[src/rtl/lrb_pkg.sv]
package lrb_pkg;
    localparam int WORD_BYTES = 4;
    localparam int WORD_W     = 32;
endpackage

[src/rtl/lrb_match.sv]
module lrb_match #(
    parameter int ADDR_W     = 32,
    parameter int REQ_W      = 8,
    parameter int LINE_BYTES = 32
) (
    input  logic              rec_vld,
    input  logic [ADDR_W-1:0] rec_base,
    input  logic [REQ_W-1:0]  rec_tag,
    input  logic [ADDR_W-1:0] q_addr,
    input  logic [REQ_W-1:0]  q_tag,
    output logic              hit
);
    localparam int OFF_W = $clog2(LINE_BYTES);

    logic [ADDR_W:0] lo_ext, hi_ext, addr_ext;

    always_comb begin
        lo_ext   = {1'b0, rec_base};
        hi_ext   = lo_ext + (ADDR_W+1)'(LINE_BYTES);
        addr_ext = {1'b0, q_addr};
        hit      = rec_vld && (rec_tag == q_tag) &&
                   (addr_ext >= lo_ext) && (addr_ext < hi_ext);
    end

    // a range hit must land in the same aligned line as the record base
    always_comb begin
        if (hit) begin
            AST_HIT_SAME_LINE: assert ({q_addr[ADDR_W-1:OFF_W], OFF_W'(0)} == rec_base);
        end
    end
endmodule

[src/rtl/lrb_entry.sv]
module lrb_entry #(
    parameter int ADDR_W     = 32,
    parameter int REQ_W      = 8,
    parameter int LINE_BYTES = 32
) (
    input  logic                    clk,
    input  logic                    rst_n,
    input  logic                    fill_en,
    input  logic [ADDR_W-1:0]       fill_addr,
    input  logic [REQ_W-1:0]        fill_tag,
    input  logic [LINE_BYTES*8-1:0] fill_line,
    input  logic                    snoop_en,
    input  logic [ADDR_W-1:0]       snoop_addr,
    input  logic                    inv_all,
    input  logic                    flush_set,
    input  logic                    flush_clr,
    input  logic [ADDR_W-1:0]       flush_addr,
    input  logic [REQ_W-1:0]        flush_tag,
    output logic                    buf_vld,
    output logic [ADDR_W-1:0]       buf_base,
    output logic [REQ_W-1:0]        buf_tag,
    output logic [LINE_BYTES*8-1:0] buf_line,
    output logic                    fl_vld,
    output logic [ADDR_W-1:0]       fl_base,
    output logic [REQ_W-1:0]        fl_tag
);
    localparam int LINE_W = LINE_BYTES * 8;
    localparam int OFF_W  = $clog2(LINE_BYTES);

    typedef struct packed {
        logic              vld;
        logic [ADDR_W-1:0] base;
        logic [REQ_W-1:0]  tag;
        logic [LINE_W-1:0] line;
        logic              fvld;
        logic [ADDR_W-1:0] fbase;
        logic [REQ_W-1:0]  ftag;
    } entry_t;

    entry_t st_d, st_q;
    logic [ADDR_W-1:0] fill_base_d, snoop_base_d, flush_base_d;
    logic              snoop_match_d;

    always_comb begin
        fill_base_d   = {fill_addr[ADDR_W-1:OFF_W], OFF_W'(0)};
        snoop_base_d  = {snoop_addr[ADDR_W-1:OFF_W], OFF_W'(0)};
        flush_base_d  = {flush_addr[ADDR_W-1:OFF_W], OFF_W'(0)};
        snoop_match_d = snoop_en && st_q.vld && (st_q.base == snoop_base_d);
        st_d = st_q;
        if (inv_all || snoop_match_d) begin
            st_d.vld = 1'b0;
        end
        if (fill_en) begin
            st_d.vld  = 1'b1;
            st_d.base = fill_base_d;
            st_d.tag  = fill_tag;
            st_d.line = fill_line;
        end
        if (flush_clr) begin
            st_d.fvld = 1'b0;
        end
        if (flush_set) begin
            st_d.fvld  = 1'b1;
            st_d.fbase = flush_base_d;
            st_d.ftag  = flush_tag;
        end
    end

    always_ff @(posedge clk) begin
        if (!rst_n) begin
            st_q <= '0;
        end else begin
            st_q <= st_d;
        end
    end

    assign buf_vld  = st_q.vld;
    assign buf_base = st_q.base;
    assign buf_tag  = st_q.tag;
    assign buf_line = st_q.line;
    assign fl_vld   = st_q.fvld;
    assign fl_base  = st_q.fbase;
    assign fl_tag   = st_q.ftag;

    AST_FILL_LOADS: assert property (@(posedge clk) disable iff (!rst_n)
        fill_en |=> buf_vld && buf_tag == $past(fill_tag) &&
                    buf_base == {$past(fill_addr[ADDR_W-1:OFF_W]), OFF_W'(0)});
    AST_NO_SPURIOUS_VALID: assert property (@(posedge clk) disable iff (!rst_n)
        !fill_en |=> !$rose(buf_vld));
    AST_BASE_ALIGNED: assert property (@(posedge clk) disable iff (!rst_n)
        buf_vld |-> buf_base[OFF_W-1:0] == '0);
    AST_SNOOP_DROPS: assert property (@(posedge clk) disable iff (!rst_n)
        snoop_en && !fill_en && buf_vld &&
        buf_base[ADDR_W-1:OFF_W] == snoop_addr[ADDR_W-1:OFF_W] |=> !buf_vld);
    AST_INV_ALL_DROPS: assert property (@(posedge clk) disable iff (!rst_n)
        inv_all && !fill_en |=> !buf_vld);
    AST_FILL_WINS: assert property (@(posedge clk) disable iff (!rst_n)
        fill_en && (snoop_en || inv_all) |=> buf_vld);
    AST_FLUSH_SET_WINS: assert property (@(posedge clk) disable iff (!rst_n)
        flush_set |=> fl_vld && fl_tag == $past(flush_tag));
    AST_FLUSH_KEEPS: assert property (@(posedge clk) disable iff (!rst_n)
        !flush_set && !flush_clr |=> $stable(fl_vld));
endmodule

[src/rtl/line_return_buffer.sv]
module line_return_buffer #(
    parameter int NUM_PIPES  = 2,
    parameter int ADDR_W     = 32,
    parameter int REQ_W      = 8,
    parameter int LINE_BYTES = 32,
    localparam int PSEL_W    = (NUM_PIPES > 1) ? $clog2(NUM_PIPES) : 1
) (
    input  logic                              clk,
    input  logic                              rst_n,
    input  logic [NUM_PIPES-1:0]              fill_en,
    input  logic [NUM_PIPES*ADDR_W-1:0]       fill_addr,
    input  logic [NUM_PIPES*REQ_W-1:0]        fill_reqno,
    input  logic [NUM_PIPES*LINE_BYTES*8-1:0] fill_data,
    input  logic                              snoop_en,
    input  logic [ADDR_W-1:0]                 snoop_addr,
    input  logic                              inv_all,
    input  logic [NUM_PIPES-1:0]              flush_set,
    input  logic [NUM_PIPES-1:0]              flush_clr,
    input  logic [NUM_PIPES*ADDR_W-1:0]       flush_addr,
    input  logic [NUM_PIPES*REQ_W-1:0]        flush_reqno,
    input  logic [PSEL_W-1:0]                 q_pipe,
    input  logic [ADDR_W-1:0]                 q_addr,
    input  logic [REQ_W-1:0]                  q_reqno,
    output logic                              q_hit,
    output logic [lrb_pkg::WORD_W-1:0]        q_word,
    output logic                              q_flushed
);
    localparam int LINE_W = LINE_BYTES * 8;
    localparam int OFF_W  = $clog2(LINE_BYTES);
    localparam int IDX_W  = OFF_W - $clog2(lrb_pkg::WORD_BYTES);

    logic [NUM_PIPES-1:0] data_hit, flush_hit;
    logic [LINE_W-1:0]    line_q [NUM_PIPES];
    logic [LINE_W-1:0]    sel_line;
    logic [IDX_W-1:0]     word_idx;

    for (genvar p = 0; p < NUM_PIPES; p++) begin : g_pipe
        logic              b_vld, f_vld;
        logic [ADDR_W-1:0] b_base, f_base;
        logic [REQ_W-1:0]  b_tag, f_tag;

        lrb_entry #(.ADDR_W(ADDR_W), .REQ_W(REQ_W), .LINE_BYTES(LINE_BYTES)) u_entry (
            .clk        (clk),
            .rst_n      (rst_n),
            .fill_en    (fill_en[p]),
            .fill_addr  (fill_addr[p*ADDR_W +: ADDR_W]),
            .fill_tag   (fill_reqno[p*REQ_W +: REQ_W]),
            .fill_line  (fill_data[p*LINE_W +: LINE_W]),
            .snoop_en   (snoop_en),
            .snoop_addr (snoop_addr),
            .inv_all    (inv_all),
            .flush_set  (flush_set[p]),
            .flush_clr  (flush_clr[p]),
            .flush_addr (flush_addr[p*ADDR_W +: ADDR_W]),
            .flush_tag  (flush_reqno[p*REQ_W +: REQ_W]),
            .buf_vld    (b_vld),
            .buf_base   (b_base),
            .buf_tag    (b_tag),
            .buf_line   (line_q[p]),
            .fl_vld     (f_vld),
            .fl_base    (f_base),
            .fl_tag     (f_tag)
        );

        lrb_match #(.ADDR_W(ADDR_W), .REQ_W(REQ_W), .LINE_BYTES(LINE_BYTES)) u_data_match (
            .rec_vld  (b_vld),
            .rec_base (b_base),
            .rec_tag  (b_tag),
            .q_addr   (q_addr),
            .q_tag    (q_reqno),
            .hit      (data_hit[p])
        );

        lrb_match #(.ADDR_W(ADDR_W), .REQ_W(REQ_W), .LINE_BYTES(LINE_BYTES)) u_flush_match (
            .rec_vld  (f_vld),
            .rec_base (f_base),
            .rec_tag  (f_tag),
            .q_addr   (q_addr),
            .q_tag    (q_reqno),
            .hit      (flush_hit[p])
        );
    end

    always_comb begin
        q_hit     = 1'b0;
        q_flushed = 1'b0;
        sel_line  = '0;
        for (int p = 0; p < NUM_PIPES; p++) begin
            if (q_pipe == PSEL_W'(p)) begin
                q_hit     = data_hit[p];
                q_flushed = flush_hit[p];
                sel_line  = line_q[p];
            end
        end
        word_idx = q_addr[OFF_W-1:$clog2(lrb_pkg::WORD_BYTES)];
        q_word   = sel_line[word_idx*lrb_pkg::WORD_W +: lrb_pkg::WORD_W];
    end

    AST_RESET_EMPTY: assert property (@(posedge clk)
        !rst_n |=> !(|data_hit) && !(|flush_hit));
endmodule

[config.mk]
export PLATFORM = sky130hd
export DESIGN_NAME = line_return_buffer
export DESIGN_NICKNAME = d
export VERILOG_FILES = /design/src/rtl/lrb_pkg.sv /design/src/rtl/lrb_match.sv /design/src/rtl/lrb_entry.sv /design/src/rtl/line_return_buffer.sv
export SDC_FILE = /design/constraint.sdc
export NUM_CORES = 2
export LEC_CHECK = 0
export BUFFER_PORTS_ARGS = -buffer_cell sky130_fd_sc_hd__buf_2
export CAP_MARGIN = 25
export CORE_AREA = 2 2 306 308
export DETAILED_ROUTE_END_ITERATION = 12
export DIE_AREA = 0 0 308 310
export GPL_ROUTABILITY_DRIVEN = 0
export HOLD_SLACK_MARGIN = 0.08
export PLACE_DENSITY_LB_ADDON = 0.12
export SLEW_MARGIN = 15
export SYNTH_ARGS = -nofsm -noshare
export SYNTH_HDL_FRONTEND = slang
export SYNTH_SLANG_ARGS = --single-unit
[constraint.sdc]
create_clock -name clk -period 3.76 [get_ports clk]
set_input_delay 0.376 -clock clk [delete_from_list [all_inputs] [get_ports clk]]
set_output_delay 0.376 -clock clk [all_outputs]
set_load 0.01 [all_outputs]
## Yosys cells after proc, flatten, opt, wreduce, memory -nomap -nowiden

Index checks and enable logic that the tools add are counted.

- Order comparisons: 8
- $add $sub $neg: 4
- Reduce and logical (&&, ||, !) cells: 22
- Equal/unequal tests: 6
- Shift-type cells: 1
- Multiplexer cells: 11

Operators with widths:

| operator | number |
|---|---|
| 2-to-1 mux 297 bit | 2 |
| 2-to-1 mux 256 bit | 1 |
| variable part select 256 x 9 -> 32 bit | 1 |
| adder 32 x 6 -> 33 bit (second input constant) | 4 |
| < comparator 32 x 33 -> 1 bit | 4 |
| >= comparator 32 bit | 4 |
| 2-to-1 mux 41 bit | 2 |
| equality test 27 bit | 2 |
| equality test 8 bit | 4 |
| logical AND 1 bit | 16 |
| nonzero test 2 bit | 4 |
| 2-to-1 mux 1 bit | 6 |
| logical OR 1 bit | 2 |

- Input port bits: 755
- Register bits: 656
- Word-level logic and storage cells: 66
- Output and inout bits: 34

## Logic depth before layout (Yosys ltp)

- Depth after elaboration: 5
- Gate-level depth with buffers: 16
- Depth with buffers taken out: 16

## Cells and area by module

A second synthesis with hierarchy kept.

- Cells, all modules: 3,530
- Area total of the unflattened synthesis: 37,445.9 um2

By module, submodules not included:

| module | instances | cells each | area each (um2) |
|---|---|---|---|
| lrb_entry | 2 | 1,107 | 12,808.5 |
| lrb_match at g_pipe[0].u_flush_match ... | 3 | 261 | 2,042.0 |
| line_return_buffer | 1 | 274 | 3,761.1 |
| lrb_match at g_pipe[0].u_data_match | 1 | 259 | 1,941.9 |

## Worst setup path after synthesis

Ideal clock, no wire load.

- Kind: flip-flop to output port
- From: register g_pipe[1].u_entry.st_q (netlist bit g_pipe[1].u_entry.fl_base[5])
- To: output q_flushed
- Path slack: 0.304 ns
- Arrival time: 3.080 ns
- Stages on the path, launching flop included: 14
- Data required time: 3.384 ns
- Cell sequence: dfxtp_1 > ha_1 > nand3_1 > nor4_1 > and4_1 > nand4_1 > xnor2_1 > ha_1 > a2111oi_0 > o21ai_0 > a221oi_1 > a31oi_1 > a311o_1 > nand2_1

- Longest elaborated chain between the ends: 4

Ends and longest elaborated chain:

| what | RTL line | source |
|---|---|---|
| start, declared | lrb_entry.sv:40 | `entry_t st_d, st_q;` |
| start signal, assigned | lrb_entry.sv:73 | `st_q <= st_d;` |
| adder 32 x 6 -> 33 bit / >= comparator 32 bit (equally long branches) | lrb_match.sv:19, lrb_match.sv:22 |  |
| < comparator 32 x 33 -> 1 bit / logical AND 1 bit (equally long branches) | lrb_match.sv:22, lrb_match.sv:21 |  |
| logical AND 1 bit * | lrb_match.sv:22 | `(addr_ext >= lo_ext) && (addr_ext < hi_ext);` |
| 2-to-1 mux 1 bit * | line_return_buffer.sv:89 | `if (q_pipe == PSEL_W'(p)) begin` |
| end, declared | line_return_buffer.sv:26 | `output logic q_flushed` |

Mark *: on every way between the ends. The rest lies on a longest branch, timed or not.

## Worst setup path in the final report

- From: register g_pipe[1].u_entry.st_q (netlist bit g_pipe[1].u_entry.fl_base[9])
- To: output q_flushed

The elaborated chain is that of the path after synthesis.

==> flow_summary.yaml <==
pwr:
  powerDensity_nw_per_um2: 375
  power_leakage_nw: 23.1
  ir_drop_mv: 0.357
  p_total_mw: 19.4
sta:
  final-setup-viol-count: 2
  final.min_clock_period_ns: 4.23
  relSlewSlack_pct: 41.2
  tns_ns: -0.676
  timing.final.max_slew_violations: 0
  finalHoldViolCount: 0
  rsz0062_at_grt: "yes"
  fin_skew_ns: 0.0120
  max_freq_mhz: 236
  tightest_slew_ns: 0.882
  min_period_over_period_pct: 113
  setup_ws_ns: -0.470
critical_path:
  path_common_cell: "nand4_1"
  startpoint: "g_pipe[1].u_entry.fl_base[9]"
  cp_max_fo: 3
  worst-path-buf-inv: 2
  cp.arrival_ns: 3.85
  slowest_delay_ns: 0.35
  critPathLaunchType: "flop"
  r2r_setup_slack_ns: 1.78
  slowest_stage: "dfxtp_1"
  endpoint_kind: "output port"
  required_ns: 3.38
  critPathTopFamily: "compound AO/OA/AOI/OAI gates"
  r2r-start: "g_pipe[1].u_entry.buf_base[5]"
  crit_type: "flop to output port"
  path_cells: "nand4_1 > nor4_1 > buf_4 > nand4_1 > nor3_1 > xnor2_1 > ha_1 > a2111oi_1 > o21ai_1 > a221oi_1 > a31oi_1 > a311o_1 > nand2_1 > buf_2"
cells_and_area:
  final-seq-area_sq_um: 13200
  fillers: 8352
  final_cells: 6359
  layout.nets: 6039
  multi_input_comb_area_sq_um: 22000
  final_cell_mix: "mux2i_1, buf_2, nor2b_1"
  design_area_sq_um: 51700
  area_growth_pct: 42.9
  drive_above_1_share_pct: 22.9
  final_common_cell: "mux2i_1"
drt:
  drc_errors: 0
  drtAntennaViolNets: 0
  drt-initial-drc-count: 1670
  drt_wl_total_um: 142000
  via_count: 31800
  dr.pass1.iters: 5
  wire_per_inst_um: 22.3
  vias_per_cell: 5.00
floorplan:
  core-area_sq_um: 92500
  die_w_um: 308
  die-area_sq_um: 95500
  die_h_um: 310
  start_util_pct: 39.1
  ioPinCount: 789
  row_count: 112
grt:
  antenna_found_initial: 52
  grt_pass1_vias: 32300
  grt_overflow: 0
  grt_pass1_wl_um: 205000
  grt_max_degree: 111
  track_usage_pct: 28.6
synth:
  syn_avg_cell_area_sq_um: 10.0
  syn-cell-area_sq_um: 36200
  synth_top_area_share_pct: 36.3
  synth_edf_count: 0
  synth_cell_type_count: 52
  ys_seq_area_share_pct: 36.3
  syn_inst: 3612
  synth-seq-cells: 656
  synth_area_leaders: "dfxtp_1, mux2i_1, nor2b_1"
  synth.largest_area_cell: "dfxtp_1"
  syn_nets: 4587
  yosysWarnings: 0
  ys.flop_type: "dfxtp_1"
  synthArstFlopShare_pct: 0
flow_run:
  cap_viol_max_count: 0
cts:
  cts_buffers: 79
  cts_root_buf: "clkbuf_16"
  path_clk_slew_ns: 0.06
  htreeDepth: 3
  cts_num_sinks: 656
  clock_latency_ns: 0.66
  tritoncts: "built"
  clock_path_buffers: 3
place:
  hpwlAfterDp_um: 106000
  place_area_sq_um: 42100
  port_buffers: 763
  post-place-cells: 5512
min_path:
  hp-start: "fill_addr[14]"
  hp-class: "primary input to flop"
outcome:
  status: "finished, violations left"
  violations: "setup timing"
## tightest hold or removal path: stages
cell     delay, ns
buf_2         0.17
mux2i_1       0.10
nor2b_1       0.10
## through the flow
| step | setup WS [ns] | hold WS (ns) | utilization [%] |
|---|---|---|---|
| 6_report | -0.470 | 0.127 | 55.9 |
| 3_5_place_dp | 0.0346 | 0.498 | 45.5 |
| 2_1_floorplan | 0.304 | 0.477 | - |
| 3_3_place_gp | 0.0859 | 0.490 | 45.5 |
| 4_1_cts | -0.489 | 0.0948 | 55.7 |
| 5_1_grt | -0.672 | 0.135 | 55.9 |
## state kept, by name, summed over array words and instances, names as in the netlist
name / flops
g_pipe.u_entry.buf_base: 54
g_pipe.u_entry.buf_tag: 16
g_pipe.u_entry.buf_line: 512
g_pipe.u_entry.buf_vld: 2
g_pipe.u_entry.fl_vld: 2
g_pipe.u_entry.fl_base: 54
g_pipe.u_entry.fl_tag: 16
## synth_stat cells, types with 4 or more instances
library cell,count
a211oi_1,7
a21o_1,47
a21oi_1,104
a221oi_1,34
a22oi_1,32
and3_1,9
and4_1,7
buf_1,69
buf_2,9
clkbuf_1,136
dfxtp_1,656
ha_1,220
inv_1,119
mux2i_1,780
mux4_2,64
nand2_1,116
nand3_1,44
nand4_1,74
nor2_1,65
nor2b_1,666
nor3_1,23
nor3b_1,5
nor4_1,29
o211ai_1,4
o21a_1,8
o21ai_0,59
xnor2_1,150
xor2_1,36
## layer usage
metal	global-route usage, %	part of all wire, %	vias to the layer above
li1	-	-	15700
met1	34.6	42	15000
met2	49.9	49	837
met3	5.59	5.2	265
met4	11.3	4.0	20
met5	0	0.090	-
## where the power goes
part,leakage [nW],switching [mW],internal [mW],total (mW)
Clock,1.30,3.16,4.77,7.93
Combinational,16.3,1.86,1.97,3.83
Sequential,5.42,0.260,7.38,7.64
Total,23.1,5.27,14.1,19.4
## layout make-up
class                      instances  area share, %
sequential                       656           25.4
antenna                           45          0.218
clock buffer                     118           4.62
timing repair buffer            1586           23.0
multi-input combinational       2622           42.5
inverter                         119          0.864
tap                             1197           2.90
clock inverter                    16          0.481
## cells by family after synthesis
family	count (synthesis)	synth area share [%]
flip-flops	656	36.3
buffers and inverters	334	3.52
AND/OR/NAND/NOR	1050	16.8
adder cells (fa/ha/maj)	220	7.60
AO/OA/AOI/OAI	322	5.78
multiplexers	844	25.5
XOR/XNOR	186	4.50
## timing repair
action                                 in CTS  in global routing
endpoints found under the hold margin     655                  0
pin swaps                                  18                 15
setup buffers                               8                  5
gates resized for setup                    45                 19
setup endpoints to repair                   2                  2
hold buffers                              654                  0
## path summary, 6_finish.rpt
check | cells past startpoint | end
hold / removal | 3 | g_pipe[0].u_entry.buf_base[14]
setup reg to reg | 8 | g_pipe[1].u_entry.buf_vld
setup / recovery | 14 | q_flushed
hold reg to reg | 2 | g_pipe[1].u_entry.buf_line[79]
No activity file was read; power rests on OpenSTA's default activity.
